**config.mk**
```make
export PLATFORM = sky130hd
export DESIGN_NAME = i2c_step_target
export DESIGN_NICKNAME = d
export VERILOG_FILES = /design/src/rtl/i2c_step_target.sv
export SDC_FILE = /design/constraint.sdc
export NUM_CORES = 1
export LEC_CHECK = 0
export ABC_AREA = 1
export ABC_CLOCK_PERIOD_IN_PS = 4200
export BUFFER_PORTS_ARGS = -buffer_cell sky130_fd_sc_hd__buf_2
export CAP_MARGIN = 30
export CORE_MARGIN = 2
export CORE_UTILIZATION = 39
export DETAILED_ROUTE_END_ITERATION = 6
export SETUP_SLACK_MARGIN = 0.2
export SLEW_MARGIN = 20
export SYNTH_ARGS = -nofsm -noshare
export SYNTH_HDL_FRONTEND = slang
export SYNTH_SLANG_ARGS = --single-unit
```
**constraint.sdc**
```tcl
create_clock -name clk -period 4.2 [get_ports clk]
set_clock_uncertainty 0.2 [all_clocks]
set_input_delay 0.42 -clock clk [delete_from_list [all_inputs] [get_ports clk]]
set_output_delay 0.42 -clock clk [all_outputs]
set_load 0.1 [all_outputs]
```
**src/rtl/i2c_step_target.sv**
```systemverilog
module i2c_step_target #(
  parameter int BYTE_W = 8,
  parameter int SYNC_STAGES = 2
) (
  input  logic              clk,
  input  logic              rst_n,
  input  logic              slave_en,
  input  logic              wr_en,
  input  logic [1:0]        wr_addr,
  input  logic [BYTE_W-1:0] wr_data,
  input  logic [1:0]        rd_addr,
  output logic [BYTE_W-1:0] rd_data,
  output logic              irq,
  input  logic              scl_i,
  input  logic              sda_i,
  output logic              sda_drive
);
  localparam int CNT_W = $clog2(BYTE_W);
  localparam logic [CNT_W-1:0] LAST_BIT = CNT_W'(BYTE_W - 1);

  localparam logic [2:0] M_START = 3'd1, M_TX = 3'd3, M_RX = 3'd4,
                         M_ACK = 3'd5, M_NAK = 3'd6, M_GETACK = 3'd7;
  localparam logic [2:0] C_START = 3'd0, C_STOP = 3'd1, C_TXD = 3'd2, C_RXD = 3'd3,
                         C_ACKOUT = 3'd4, C_ACKIN = 3'd5, C_NAKIN = 3'd6, C_RSV = 3'd7;

  logic [SYNC_STAGES-1:0] scl_q, sda_q;
  logic scl_p, sda_p;
  logic [2:0] mode;
  logic busy, loaded, done;
  logic [2:0] code;
  logic [CNT_W-1:0] bitcnt;
  logic [BYTE_W-1:0] tx_byte, rx_byte, shreg;
  logic fin;
  logic [2:0] fin_code;

  wire scl_s = scl_q[SYNC_STAGES-1];
  wire sda_s = sda_q[SYNC_STAGES-1];
  wire scl_rise = scl_s & ~scl_p;
  wire scl_fall = ~scl_s & scl_p;
  wire start_c = scl_s & scl_p & sda_p & ~sda_s;
  wire stop_c  = scl_s & scl_p & ~sda_p & sda_s;
  wire last = (bitcnt == LAST_BIT);

  wire ctl_wr = wr_en && (wr_addr == 2'd0);
  wire launch = ctl_wr && wr_data[4] && slave_en && !busy;
  wire rsv_sel = (wr_data[2:0] == 3'd0) || (wr_data[2:0] == 3'd2);

  assign irq = done;

  always_ff @(posedge clk or negedge rst_n) begin
    if (!rst_n) begin
      scl_q <= '1;
      sda_q <= '1;
      scl_p <= 1'b1;
      sda_p <= 1'b1;
    end else begin
      scl_q <= {scl_q[SYNC_STAGES-2:0], scl_i};
      sda_q <= {sda_q[SYNC_STAGES-2:0], sda_i};
      scl_p <= scl_s;
      sda_p <= sda_s;
    end
  end

  always_comb begin
    fin = 1'b0;
    fin_code = C_RSV;
    if (launch && rsv_sel) begin
      fin = 1'b1;
    end else if (busy) begin
      case (mode)
        M_START:  if (start_c) begin fin = 1'b1; fin_code = C_START; end
        M_TX:     if (loaded && scl_fall && last) begin fin = 1'b1; fin_code = C_TXD; end
        M_RX: begin
          if (stop_c) begin
            fin = 1'b1; fin_code = C_STOP;
          end else if (scl_rise && last) begin
            fin = 1'b1; fin_code = C_RXD;
          end
        end
        M_ACK, M_NAK: if (loaded && scl_fall) begin fin = 1'b1; fin_code = C_ACKOUT; end
        M_GETACK: if (scl_rise) begin fin = 1'b1; fin_code = sda_s ? C_NAKIN : C_ACKIN; end
        default:  fin = 1'b1;
      endcase
    end
  end

  always_ff @(posedge clk or negedge rst_n) begin
    if (!rst_n) begin
      mode <= '0;
      tx_byte <= '0;
    end else if (wr_en) begin
      if (wr_addr == 2'd0 && !busy) mode <= wr_data[2:0];
      if (wr_addr == 2'd1) tx_byte <= wr_data;
    end
  end

  always_ff @(posedge clk or negedge rst_n) begin
    if (!rst_n) begin
      done <= 1'b0;
      code <= '0;
    end else if (fin) begin
      done <= 1'b1;
      code <= fin_code;
    end else if (wr_en && wr_addr == 2'd2 && wr_data[0]) begin
      done <= 1'b0;
    end
  end

  always_ff @(posedge clk or negedge rst_n) begin
    if (!rst_n) begin
      busy <= 1'b0;
      loaded <= 1'b0;
      bitcnt <= '0;
      shreg <= '0;
      rx_byte <= '0;
      sda_drive <= 1'b0;
    end else if (launch) begin
      busy <= !rsv_sel;
      loaded <= 1'b0;
      bitcnt <= '0;
      shreg <= tx_byte;
    end else if (busy) begin
      if (fin) begin
        busy <= 1'b0;
        sda_drive <= 1'b0;
        if (mode == M_RX && !stop_c) rx_byte <= {shreg[BYTE_W-2:0], sda_s};
      end else begin
        case (mode)
          M_TX: begin
            if (!loaded) begin
              if (!scl_s) begin
                sda_drive <= ~shreg[BYTE_W-1];
                loaded <= 1'b1;
              end
            end else if (scl_fall) begin
              bitcnt <= bitcnt + 1'b1;
              shreg <= {shreg[BYTE_W-2:0], 1'b0};
              sda_drive <= ~shreg[BYTE_W-2];
            end
          end
          M_RX: begin
            if (scl_rise) begin
              shreg <= {shreg[BYTE_W-2:0], sda_s};
              bitcnt <= bitcnt + 1'b1;
            end
          end
          M_ACK, M_NAK: begin
            if (!loaded && !scl_s) begin
              sda_drive <= (mode == M_ACK);
              loaded <= 1'b1;
            end
          end
          default: ;
        endcase
      end
    end
  end

  always_comb begin
    rd_data = '0;
    case (rd_addr)
      2'd0: begin
        rd_data[4] = busy;
        rd_data[2:0] = mode;
      end
      2'd1: rd_data = rx_byte;
      2'd2: begin
        rd_data[3:1] = code;
        rd_data[0] = done;
      end
      default: rd_data = '0;
    endcase
  end
endmodule

```
### After elaboration in Yosys (flattened, before gate mapping)

Index checks and enable logic that the tools add are counted.

* register bits: 43
* output and inout port bits: 10

* muxes and demuxes: 55
* bitwise operators: 14
* reduce and logical (&&, ||, !) cells: 34
* equal/unequal tests: 20
* add/sub/neg operators: 1

Operators by type and width (number)
* two-way mux 8 bit: 6
* two-way mux 3 bit: 13
* two-way mux 1 bit: 24
* one-hot mux 8 bit (2 select lines): 1
* == test 3 bit (second input constant): 5
* != test 3 bit (second input constant): 5
* one-hot mux 3 bit (5 select lines): 1
* logical AND 1 bit: 13
* AND reduction 6 bit: 2
* one-hot mux 3 bit (3 select lines): 1
* nonzero test 3 bit: 3
* != test 4 bit (second input constant): 2
* one-hot mux 1 bit (2 select lines): 4
* AND reduction 4 bit: 2
* bitwise AND 1 bit: 7
* inverter 1 bit: 7
* == test 3 x 2 -> 1 bit (second input constant): 2
* two-way mux 2 bit: 3
* one-hot mux 3 bit (2 select lines): 1
* zero test 1 bit: 5
* one-hot mux 1 bit (5 select lines): 1
* == test 2 x 1 -> 1 bit (second input constant): 2
* == test 2 bit (second input constant): 2
* zero test 2 bit: 2
* 8 further kinds: 10

### Depth between registers and ports, before layout

Gate-level depths: netlist (run 1).

* depth after elaboration: 11
* mapped depth: 11
* mapped depth without buffers: 10

### Least setup slack after synthesis (run 1)

OpenSTA, ideal clock, no wires.

* kind: input to output
* from: input rd_addr[1]
* to: output rd_data[3]
* arrival: 3.080 ns
* cell stages on the path: 5
* path buffers: 1
* slack: 0.500 ns
* required time: 3.580 ns
* cells stage by stage: inv_1 ha_1 clkbuf_1 nand2_1 a21boi_0

* cells in the longest elaborated chain, start to end: 2

RTL lines
* from (decl): line 11 `input logic [1:0] rd_addr,`
* == test 2 bit / == test 2 x 1 -> 1 bit (equally long branches): line 161 `case (rd_addr)`
* one-hot mux 1 bit (2 select lines) *: line 161
* to (decl): line 12 `output logic [BYTE_W-1:0] rd_data,`

Mark *: on every way between the ends. The rest lies on a longest branch, timed or not.

### Worst setup path after layout (run 1)

* from: register mode[0]
* to: register bitcnt[1]

* cells in the longest elaborated chain, start to end: 7

RTL lines
* from (decl): line 28 `logic [2:0] mode;`
* from (signal assigned): line 92 `if (wr_addr == 2'd0 && !busy) mode <= wr_data[2:0];`
* == test 3 bit: line 70 `case (mode)`
* OR reduction 2 bit: line 70
* one-hot mux 1 bit (5 select lines): line 70
* two-way mux 1 bit: line 69 `end else if (busy) begin`
* two-way mux 1 bit: line 67 `if (launch && rsv_sel) begin`
* != test 2 x 1 -> 1 bit (no source line)
* AND reduction 6 bit (no source line)
* to (signal assigned): line 136 `bitcnt <= bitcnt + 1'b1;`
* to (signal assigned): line 144 `bitcnt <= bitcnt + 1'b1;`
* to (decl): line 31 `logic [CNT_W-1:0] bitcnt;`

Parallel ways exist; a longest one is shown, timed or not. The select of a mux whose other input is x is not followed.
A chain may end at the register's enable or synchronous reset.

==> results of run 1 <==
-- cell type report --
cell class | instances | area, um2
repair buffers | 31 | 185.2
multi-input cells | 218 | 1220
clock buffers | 6 | 72.57
fillers | 650 | 3541
well taps | 77 | 96.34
inverters | 37 | 138.9
clock inverters | 2 | 12.51
flip-flops and latches | 43 | 1084
-- sequential cells by signal (all words and copies together) (netlist names) --
name / cells
rx_byte: 8
shreg: 8
tx_byte: 8
bitcnt: 3
code: 3
mode: 3
scl_q: 2
sda_q: 2
busy: 1
irq: 1
loaded: 1
scl_p: 1
sda_drive: 1
sda_p: 1
-- cell usage after synthesis, types with 4 or more instances --
library cell	n	area, um2
buf_6	6	67.56
nor2_2	4	25.02
nand3_1	34	170.2
mux2_2	5	56.30
o21ai_2	8	70.07
nand2_2	5	31.28
o21ai_0	17	85.08
dfrtp_1	37	925.9
nand4_1	11	68.82
inv_1	32	120.1
nand2_1	77	289.0
inv_2	5	18.77
nor2_1	25	93.84
dfstp_2	6	157.7
ha_1	6	75.07
-- power breakdown --
group          switching (mW)  leakage, nW  internal (mW)  total [mW]
registers              0.0611        0.543          0.474       0.535
logic                   0.225        0.873         0.0959       0.321
clock network           0.152       0.0412          0.116       0.269
-- worst max-delay path: stages, from the launching register on --
cell and delay [ns]:
dfrtp_1 0.65, nand2_4 0.12, nor2_4 0.16, nand2_1 0.08
a21oi_2 0.19, nand4_1 0.52, nand3_1 0.26, nand2_1 0.08
-- cells by family (layout without fill, tap and decap cells) --
| family | Yosys count | count (layout) | synth area share (%) |
|---|---|---|---|
| AND/OR/NAND/NOR | 173 | 173 | 34.10 |
| adder cells (fa/ha/maj) | 6 | 6 | 2.944 |
| flip-flops | 43 | 43 | 42.49 |
| multiplexers | 5 | 5 | 2.208 |
| AO/OA/AOI/OAI | 34 | 34 | 8.587 |
| buffers and inverters | 48 | 76 | 9.666 |
-- layer usage --
layer  vias up  track usage [%]  share of wire [%]
met1       975            23.88                 50
met4         0            5.195                1.3
met2        64            24.41                 44
met3         9            3.599                4.7
met5         -                0                  0
li1       1062                -                  -
-- worst paths after layout --
| path | from | endpoint | slack [ns] | cells past startpoint |
|---|---|---|---|---|
| max | mode[0] | bitcnt[1] | 1.81 | 7 |
| max in group asynchronous | rst_n | rx_byte[3] | 2.98 | 3 |
| min in group asynchronous | rst_n | code[1] | 0.34 | 2 |
| min | wr_data[3] | tx_byte[3] | 0.14 | 2 |
| min reg2reg | sda_q[0] | sda_q[1] | 0.14 | 0 |
| max reg2reg | mode[0] | bitcnt[1] | 1.81 | 7 |
-- through the flow --
| stage | hold WS (ns) | std cells | instance area, um2 | total power, mW | util, % |
|---|---|---|---|---|---|
| floorplan | -0.07559 | 309 | 2550 | 0.7939 | - |
| global placement | 0.1453 | 402 | 2674 | 0.8538 | 42.11 |
| detailed placement | 0.1472 | 403 | 2694 | 0.8641 | 42.42 |
| CTS | 0.0005504 | 412 | 2789 | 1.135 | 43.92 |
| global route | 0.1363 | 414 | 2809 | 1.195 | 44.24 |
| finish | 0.1413 | 414 | 2809 | 1.125 | 44.24 |
==> flow_summary.yaml, run 1 <==
worst_setup_path:
  path_class: "reg2reg"
  worst_ep_arrival_time_ns: 2.38
  cp_data_required_time_ns: 4.19
  path_max_fanout: 11
  startpoint_type: "flop"
  crit_path_end_kind: "flop"
placement:
  gp_congestion: 0.8581
  portBuffers: 27
  place_ws_ns: 1.871
  hpwl_um: 4098
power:
  p_leak_nw: 1.457
  max-vdd-ir-drop_mv: 0.2425
  p_per_area_nw_per_um2: 400.5
timing:
  fmax_mhz: 417.9
  fin_setup_tns_ns: 0
  finalWorstPathRequiredPeriod_ns: 2.393
  worst_pin_slew_ns: 0.6195
  rsz0062_at_grt: "false"
  setup_viol: 0
  worst_slack_ns: 1.807
  slew_viol_final: 0
  final_hold_viol_count: 0
  worst_slew_margin_rel_pct: 58.58
  period_share_pct: 56.97
detailed_routing:
  vias: 2110
  drt-initial-drc-count: 146
  ant_nets: 0
  viasPerCell: 5.097
  first_pass_iters: 5
  drc: 0
  wl_um: 5558
  wl_per_cell_um: 13.43
global_routing:
  overflow: 0
  grt_pass1_wl_um: 9287
  grt_pass1_vias: 1917
  grt_usage_pct: 16.38
  antenna_found_initial: 0
  grt_max_degree: 31
cts:
  clock_latency_ns: 0.31
  cts-hold-fix-buffers: 1
  post-cts-setup-buffers: 0
  cts_sinks: 43
  cts.path.max_buffers: 2
  clk_root_buffer_cell: "clkbuf_8"
  clkTransAtPathRegs_ns: 0.08
  cts_tree: "done"
  cts-resized-gates: 0
  numCtsBuffers: 5
  htree_levels: 2
yosys:
  ys_async_sr_fraction_pct: 100.0
  synth.cell_area_um2: 2550
  synth_edf_count: 0
  ys_ff_latch: 43
  synthCells: 309
  synthFlopType: "dfrtp_1"
  synth_cell_type_count: 35
  syn_area_per_cell_um2: 8.252
  ys_seq_area_share_pct: 42.49
  syn_nets: 333
  ys_warn_count: 0
hold_path:
  min_path_type: "in2reg"
die:
  die_w_um: 84.86
  core_area_um2: 6350
  initial_utilization_pct: 40.16
  die_area_um2: 7201
  top_level_ports: 28
  rows: 29
  die_h_um: 84.86
final_layout:
  area_growth_pct: 10.16
  fin_nets: 360
  antenna_cells: 0
  layout-drive-gt1-share_pct: 24.63
  layout_commonest_cell: "nand2_1"
  final_cell_mix: "nand2_1, dfrtp_1, nand3_1, inv_1, buf_2"
job:
  drv_cap: 0
outcome:
  outcome: "finished, final reports clean"
No activity file was read; power rests on OpenSTA's default activity.
==> inputs of run 2 (changes only) <==
--- a/config.mk
+++ b/config.mk
@@ -6,7 +6,7 @@
 export NUM_CORES = 1
 export LEC_CHECK = 0
 export ABC_AREA = 1
-export ABC_CLOCK_PERIOD_IN_PS = 4200
+export ABC_CLOCK_PERIOD_IN_PS = 2200
 export BUFFER_PORTS_ARGS = -buffer_cell sky130_fd_sc_hd__buf_2
 export CAP_MARGIN = 30
 export CORE_MARGIN = 2
==> constraint.sdc (replaced) <==
create_clock -name clk -period 2.2 [get_ports clk]
set_clock_uncertainty 0.2 [all_clocks]
set_input_delay 0.22 -clock clk [delete_from_list [all_inputs] [get_ports clk]]
set_output_delay 0.22 -clock clk [all_outputs]
set_load 0.1 [all_outputs]
==> flow_summary.yaml, run 2 (synthesis gave the netlist of run 1 again) <==
outcome:
  outcome: "finished, final reports clean"
global_routing:
  grt_pass1_wl_um: 9542
  antenna_found_initial: 0
  grt_usage_pct: 16.54
  overflow: 0
  grt_max_degree: 21
  grt_pass1_vias: 1999
placement:
  gp_congestion: 0.9813
  place_ws_ns: 0.1917
  portBuffers: 27
  hpwl_um: 4272
hold_path:
  hold_start: "wr_data[1]"
  hold_path_end: "tx_byte[1]"
  holdPathStages: 3
  min_path_type: "in2reg"
cts:
  clock_latency_ns: 0.30
  clkTransAtPathRegs_ns: 0.08
  clk_root_buffer_cell: "clkbuf_8"
  numCtsBuffers: 5
  cts_sinks: 43
  cts_tree: "done"
  htree_levels: 2
  cts.path.max_buffers: 2
detailed_routing:
  wl_um: 5829
  vias: 2170
  drc: 0
  drt-initial-drc-count: 136
  first_pass_iters: 4
  ant_nets: 0
  wl_per_cell_um: 13.37
  viasPerCell: 4.977
worst_setup_path:
  r2r_end: "bitcnt[0]"
  path_max_fanout: 11
  crit_family: "simple AND/OR/NAND/NOR gates"
  startpoint_type: "flop"
  r2r_slack_ns: 0.28
  worstPathCellList: "ha_1 > ha_2 > nand3_1 > nand2_1 > nand2_2 > nand3_4 > nand2_8 > buf_12 > nand4_1 > nand2_1"
  cpMostUsedCell: "nand2_1"
  cp_slowest_stage_delay_ns: 0.41
  slowest_stage: "dfrtp_1"
  ff2ff_path_depth: 10
  path_buf_inv: 1
  path_class: "reg2reg"
  worst_ep_arrival_time_ns: 1.95
  r2r_start: "bitcnt[0]"
  cp_data_required_time_ns: 2.23
  crit_path_end_kind: "flop"
die:
  die_h_um: 84.86
  core_area_um2: 6350
  rows: 29
  initial_utilization_pct: 40.16
  top_level_ports: 28
  die_w_um: 84.86
  die_area_um2: 7201
final_layout:
  layout_commonest_cell: "nand2_1"
  final_core_util_pct: 48.30
  final_cell_mix: "nand2_1, nand3_1, dfrtp_1, inv_1, buf_2"
  area_growth_pct: 20.26
  antenna_cells: 0
  layout-drive-gt1-share_pct: 31.20
  fin_nets: 382
  reg_top3: "rx_byte (8), shreg (8), tx_byte (8)"
  filler_cell_count: 628
power:
  finalPower_mw: 2.340
  p_clk_share_pct: 27.0
  max-vdd-ir-drop_mv: 0.4867
  p_leak_nw: 1.580
  p_sw_uw: 867.5
  p_per_area_nw_per_um2: 763.1
  internal-power_mw: 1.473
  seqPwrFrac_pct: 43.2
  comb_power_share_pct: 29.8
  swShare_pct: 37.07
timing:
  worst_slack_ns: 0.2817
  finalWorstPathRequiredPeriod_ns: 1.918
  final_hold_viol_count: 0
  period_share_pct: 87.20
  setup_viol: 0
  fin_setup_tns_ns: 0
  rsz0062_at_grt: "true"
  worst_slew_margin_rel_pct: 67.93
  worst_pin_slew_ns: 0.4843
  slew_viol_final: 0
  fmax_mhz: 521.3
  whs_ns: 0.008963
job:
  drv_cap: 0
-- run 2: power by group through the flow --
stage | logic, mW | clock network [mW] | registers [mW]
3_3_place_gp | 0.633 | 0 | 1.02
5_1_grt | 0.768 | 0.669 | 1.03
3_5_place_dp | 0.638 | 0 | 1.03
6_report | 0.697 | 0.632 | 1.01
2_1_floorplan | 0.449 | 0 | 1.07
4_1_cts | 0.654 | 0.645 | 1.01
-- run 2: layout make-up --
type / instances / area (um2) / area share [%]
clock buffer: 5 / 68.82 / 2.244
inverter: 37 / 141.4 / 4.610
tap: 77 / 96.34 / 3.142
clock inverter: 3 / 43.79 / 1.428
timing repair buffer: 52 / 360.3 / 11.75
sequential: 43 / 1089 / 35.50
multi-input combinational: 219 / 1267 / 41.33
-- run 2: worst max path at each step --
stage / startpoint / end / slack, ns / cells past startpoint
3_5_place_dp: mode[2] / code[1] / 0.19 / 9
4_1_cts: bitcnt[0] / code[1] / 0.22 / 10
6_report: bitcnt[0] / bitcnt[0] / 0.28 / 10
5_1_grt: bitcnt[0] / shreg[4] / 0.18 / 10
3_3_place_gp: mode[2] / code[1] / 0.19 / 9
2_1_floorplan: rd_addr[1] / rd_data[3] / 0.21 / 5
-- run 2: layer usage --
metal | global-route usage (%) | up-vias | share of wire [%]
met2 | 25.70 | 59 | 46
met1 | 23.85 | 1001 | 49
met5 | 0 | - | 0
li1 | - | 1104 | -
met3 | 2.918 | 6 | 4.1
met4 | 4.762 | 0 | 0.98
-- run 2: repair_timing --
action / in CTS / in global routing
cloned: 0 / 1
setup buffers: 0 / 10
hold buffers: 8 / 0
endpoints found under the hold margin: 25 / 0
endpoints found under the setup margin: 9 / 21
gates resized for setup: 4 / 11
pin swaps: 0 / 7
-- run 2: metrics by stage --
stage                     cells  instance area (um2)
after floorplan             309                 2555
after global placement      409                 2731
after detailed placement    409                 2731
after CTS                   425                 2932
after global routing        436                 3067
final                       436                 3067
-- run 2: worst reg2reg max path, delay by kind of cell, from the launching register on --
| kind | cells | cell delay, ns |
|---|---|---|
| buffers and inverters | 1 | 0.12 |
| adders and majority gates | 2 | 0.40 |
| DFF | 1 | 0.41 |
| and+or+nand+nor | 7 | 0.73 |
==> inputs of run 3 (changes only) <==
--- a/config.mk
+++ b/config.mk
@@ -5,7 +5,6 @@
 export SDC_FILE = /design/constraint.sdc
 export NUM_CORES = 1
 export LEC_CHECK = 0
-export ABC_AREA = 1
 export ABC_CLOCK_PERIOD_IN_PS = 2200
 export BUFFER_PORTS_ARGS = -buffer_cell sky130_fd_sc_hd__buf_2
 export CAP_MARGIN = 30
@@ -13,7 +12,6 @@
 export CORE_UTILIZATION = 39
 export DETAILED_ROUTE_END_ITERATION = 6
 export SETUP_SLACK_MARGIN = 0.2
-export SLEW_MARGIN = 20
 export SYNTH_ARGS = -nofsm -noshare
 export SYNTH_HDL_FRONTEND = slang
 export SYNTH_SLANG_ARGS = --single-unit
==> flow_summary.yaml, run 3 <==
die:
  core_area_um2: 5574
  top_level_ports: 28
  initial_utilization_pct: 40.63
  die_area_um2: 6432
  die_h_um: 80.20
  rows: 27
  die_w_um: 80.20
power:
  p_clk_share_pct: 18.6
  p_per_area_nw_per_um2: 828.3
  finalPower_mw: 2.599
  seqPwrFrac_pct: 42.8
  internal-power_mw: 1.655
  max-vdd-ir-drop_mv: 0.4896
  p_sw_uw: 944.2
  p_leak_nw: 1.421
  swShare_pct: 36.33
  comb_power_share_pct: 38.6
hold_path:
  holdPathStages: 3
  hold_start: "wr_data[0]"
  min_path_type: "in2reg"
timing:
  slew_viol_final: 0
  worst_pin_slew_ns: 0.4903
  worst_slack_ns: -0.02951
  rsz0062_at_grt: "true"
  period_share_pct: 101.3
  final_hold_viol_count: 0
  worst_slew_margin_rel_pct: 67.54
  fmax_mhz: 448.5
  finalWorstPathRequiredPeriod_ns: 2.230
  setup_viol: 8
placement:
  dp_cells: 319
  gp_congestion: 0.8933
  portBuffers: 27
  hpwl_um: 3989
  dpl-instance-area_um2: 2689
  place_ws_ns: -0.1432
detailed_routing:
  vias: 1932
  wl_um: 5732
  wl_per_cell_um: 16.28
  first_pass_iters: 4
  ant_nets: 0
  drt-initial-drc-count: 104
  drc: 0
  viasPerCell: 5.489
global_routing:
  antenna_found_initial: 0
  grt_pass1_wl_um: 9742
  overflow: 0
  grt_usage_pct: 19.66
  grt_max_degree: 26
  grt_pass1_vias: 1977
yosys:
  ys_async_sr_fraction_pct: 100.0
  syn_nets: 227
  synthFlopType: "dfrtp_1"
  synth_edf_count: 0
  synthCells: 203
  ys_ff_latch: 43
  synth_top_area_share_pct: 40.88
  ys_warn_count: 0
  synth_cell_type_count: 53
  synth.cell_area_um2: 2265
  synth_area_leaders: "dfrtp_1, dfstp_2, mux2_4"
  synth.most_common_cell: "dfrtp_1"
  synthTopCellsByCount: "dfrtp_1, nand2_1, a21oi_1, o21ai_0, mux2_2"
  syn_area_per_cell_um2: 11.16
  ys_seq_area_share_pct: 47.85
  yosysTopAreaCell: "dfrtp_1"
final_layout:
  layout-drive-gt1-share_pct: 45.36
  reg_top3: "rx_byte (8), shreg (8), tx_byte (8)"
  filler_cell_count: 497
  final_cell_mix: "buf_4, dfrtp_1, buf_2, nand2_1"
  stdcell_count: 352
  design_area_um2: 3138
  layout_commonest_cell: "buf_4"
  fin_nets: 303
  antenna_cells: 0
  area_growth_pct: 38.56
cts:
  cts.path.max_buffers: 2
  clkTransAtPathRegs_ns: 0.08
  htree_levels: 2
  clk_root_buffer_cell: "clkbuf_8"
  cts_tree: "done"
  clock_latency_ns: 0.29
  numCtsBuffers: 5
  cts_sinks: 43
job:
  drv_cap: 0
worst_setup_path:
  path_max_fanout: 8
  crit_path_start: "bitcnt[0]"
  worstPathCellList: "ha_2 > ha_4 > nor4b_4 > a31o_1 > o21a_2 > o211a_4 > mux2_4"
  startpoint_type: "flop"
  crit_path_end_kind: "flop"
  cp_slowest_stage_delay_ns: 0.39
  r2r_start: "bitcnt[0]"
  cp_data_required_time_ns: 2.18
  path_class: "reg2reg"
  worst_ep_arrival_time_ns: 2.21
  slowest_stage: "dfrtp_1"
  ff2ff_path_depth: 7
outcome:
  violations: "negative setup slack"
  outcome: "complete, but fails checks"
==> run 3: path summary, 6_finish.rpt <==
kind,to,slack (ns)
worst min register to register,scl_q[1],0.16
max in group asynchronous,rx_byte[1],1.11
worst min-delay path,busy,0.05
min in group asynchronous,mode[2],0.20
worst max-delay path,rx_byte[1],-0.03
worst max register to register,rx_byte[1],-0.03
==> run 3: cells by family after synthesis <==
logic type | share of synthesized area, %
and+or+nand+nor | 15.41
adders and majority gates | 3.315
muxes | 11.16
DFF | 47.85
xor gates and xnor gates | 0.3868
buffers and inverters | 2.928
AOI/OAI and AO/OA | 18.95
==> run 3: area by class of cell <==
| type | count | area (um2) | share of cell area, % |
|---|---|---|---|
| clock buffer | 6 | 72.57 | 2.313 |
| multi-input combinational | 146 | 1237 | 39.43 |
| inverter | 4 | 15.01 | 0.4785 |
| tap | 72 | 90.09 | 2.871 |
| clock inverter | 2 | 12.51 | 0.3987 |
| sequential | 43 | 1086 | 34.61 |
| timing repair buffer | 79 | 624.3 | 19.90 |
==> run 3: power by group through the flow <==
stage               clock network [mW]  registers (mW)  logic [mW]
floorplan                            0            1.16       0.521
global placement                     0            1.12       0.822
detailed placement                   0            1.13       0.834
CTS                              0.509            1.11       0.965
global route                     0.536            1.13        1.08
finish                           0.485            1.11        1.00
==> run 3: per-stage QoR <==
stage | hold slack, ns | utilization [%] | TNS [ns]
final | 0.04761 | 56.30 | -0.1793
after global routing | 0.05006 | 56.30 | -1.127
after CTS | 0.02221 | 55.42 | 0
after detailed placement | -0.002846 | 48.24 | -1.118
after global placement | -0.002280 | 48.24 | -0.8404
after floorplan | -0.2756 | - | -0.2261
==> run 3: metal layers <==
| metal | up-vias | GRT usage, % | routed length (um) | part of all wire (%) |
|---|---|---|---|---|
| met3 | 8 | 3.708 | 218 | 3.8 |
| met2 | 55 | 31.25 | 2632 | 46 |
| li1 | 921 | - | - | - |
| met5 | - | 0 | 0 | 0 |
| met1 | 948 | 26.96 | 2785 | 49 |
| met4 | 0 | 6.610 | 96 | 1.7 |
==> run 3: what timing repair did <==
item	CTS	global route
setup buffers	13	0
hold buffers	10	0
setup endpoints to repair	26	29
pin swaps	10	9
cloned	1	1
gates resized for setup	31	13
endpoints found under the hold margin	22	0
==> run 3: worst max-delay path, delay by kind of cell, from the launching register on <==
kind | cells | cell delay [ns]
muxes | 1 | 0.31
AOI/OAI and AO/OA | 3 | 0.73
adders and majority gates | 2 | 0.37
DFF | 1 | 0.39
and+or+nand+nor | 1 | 0.12
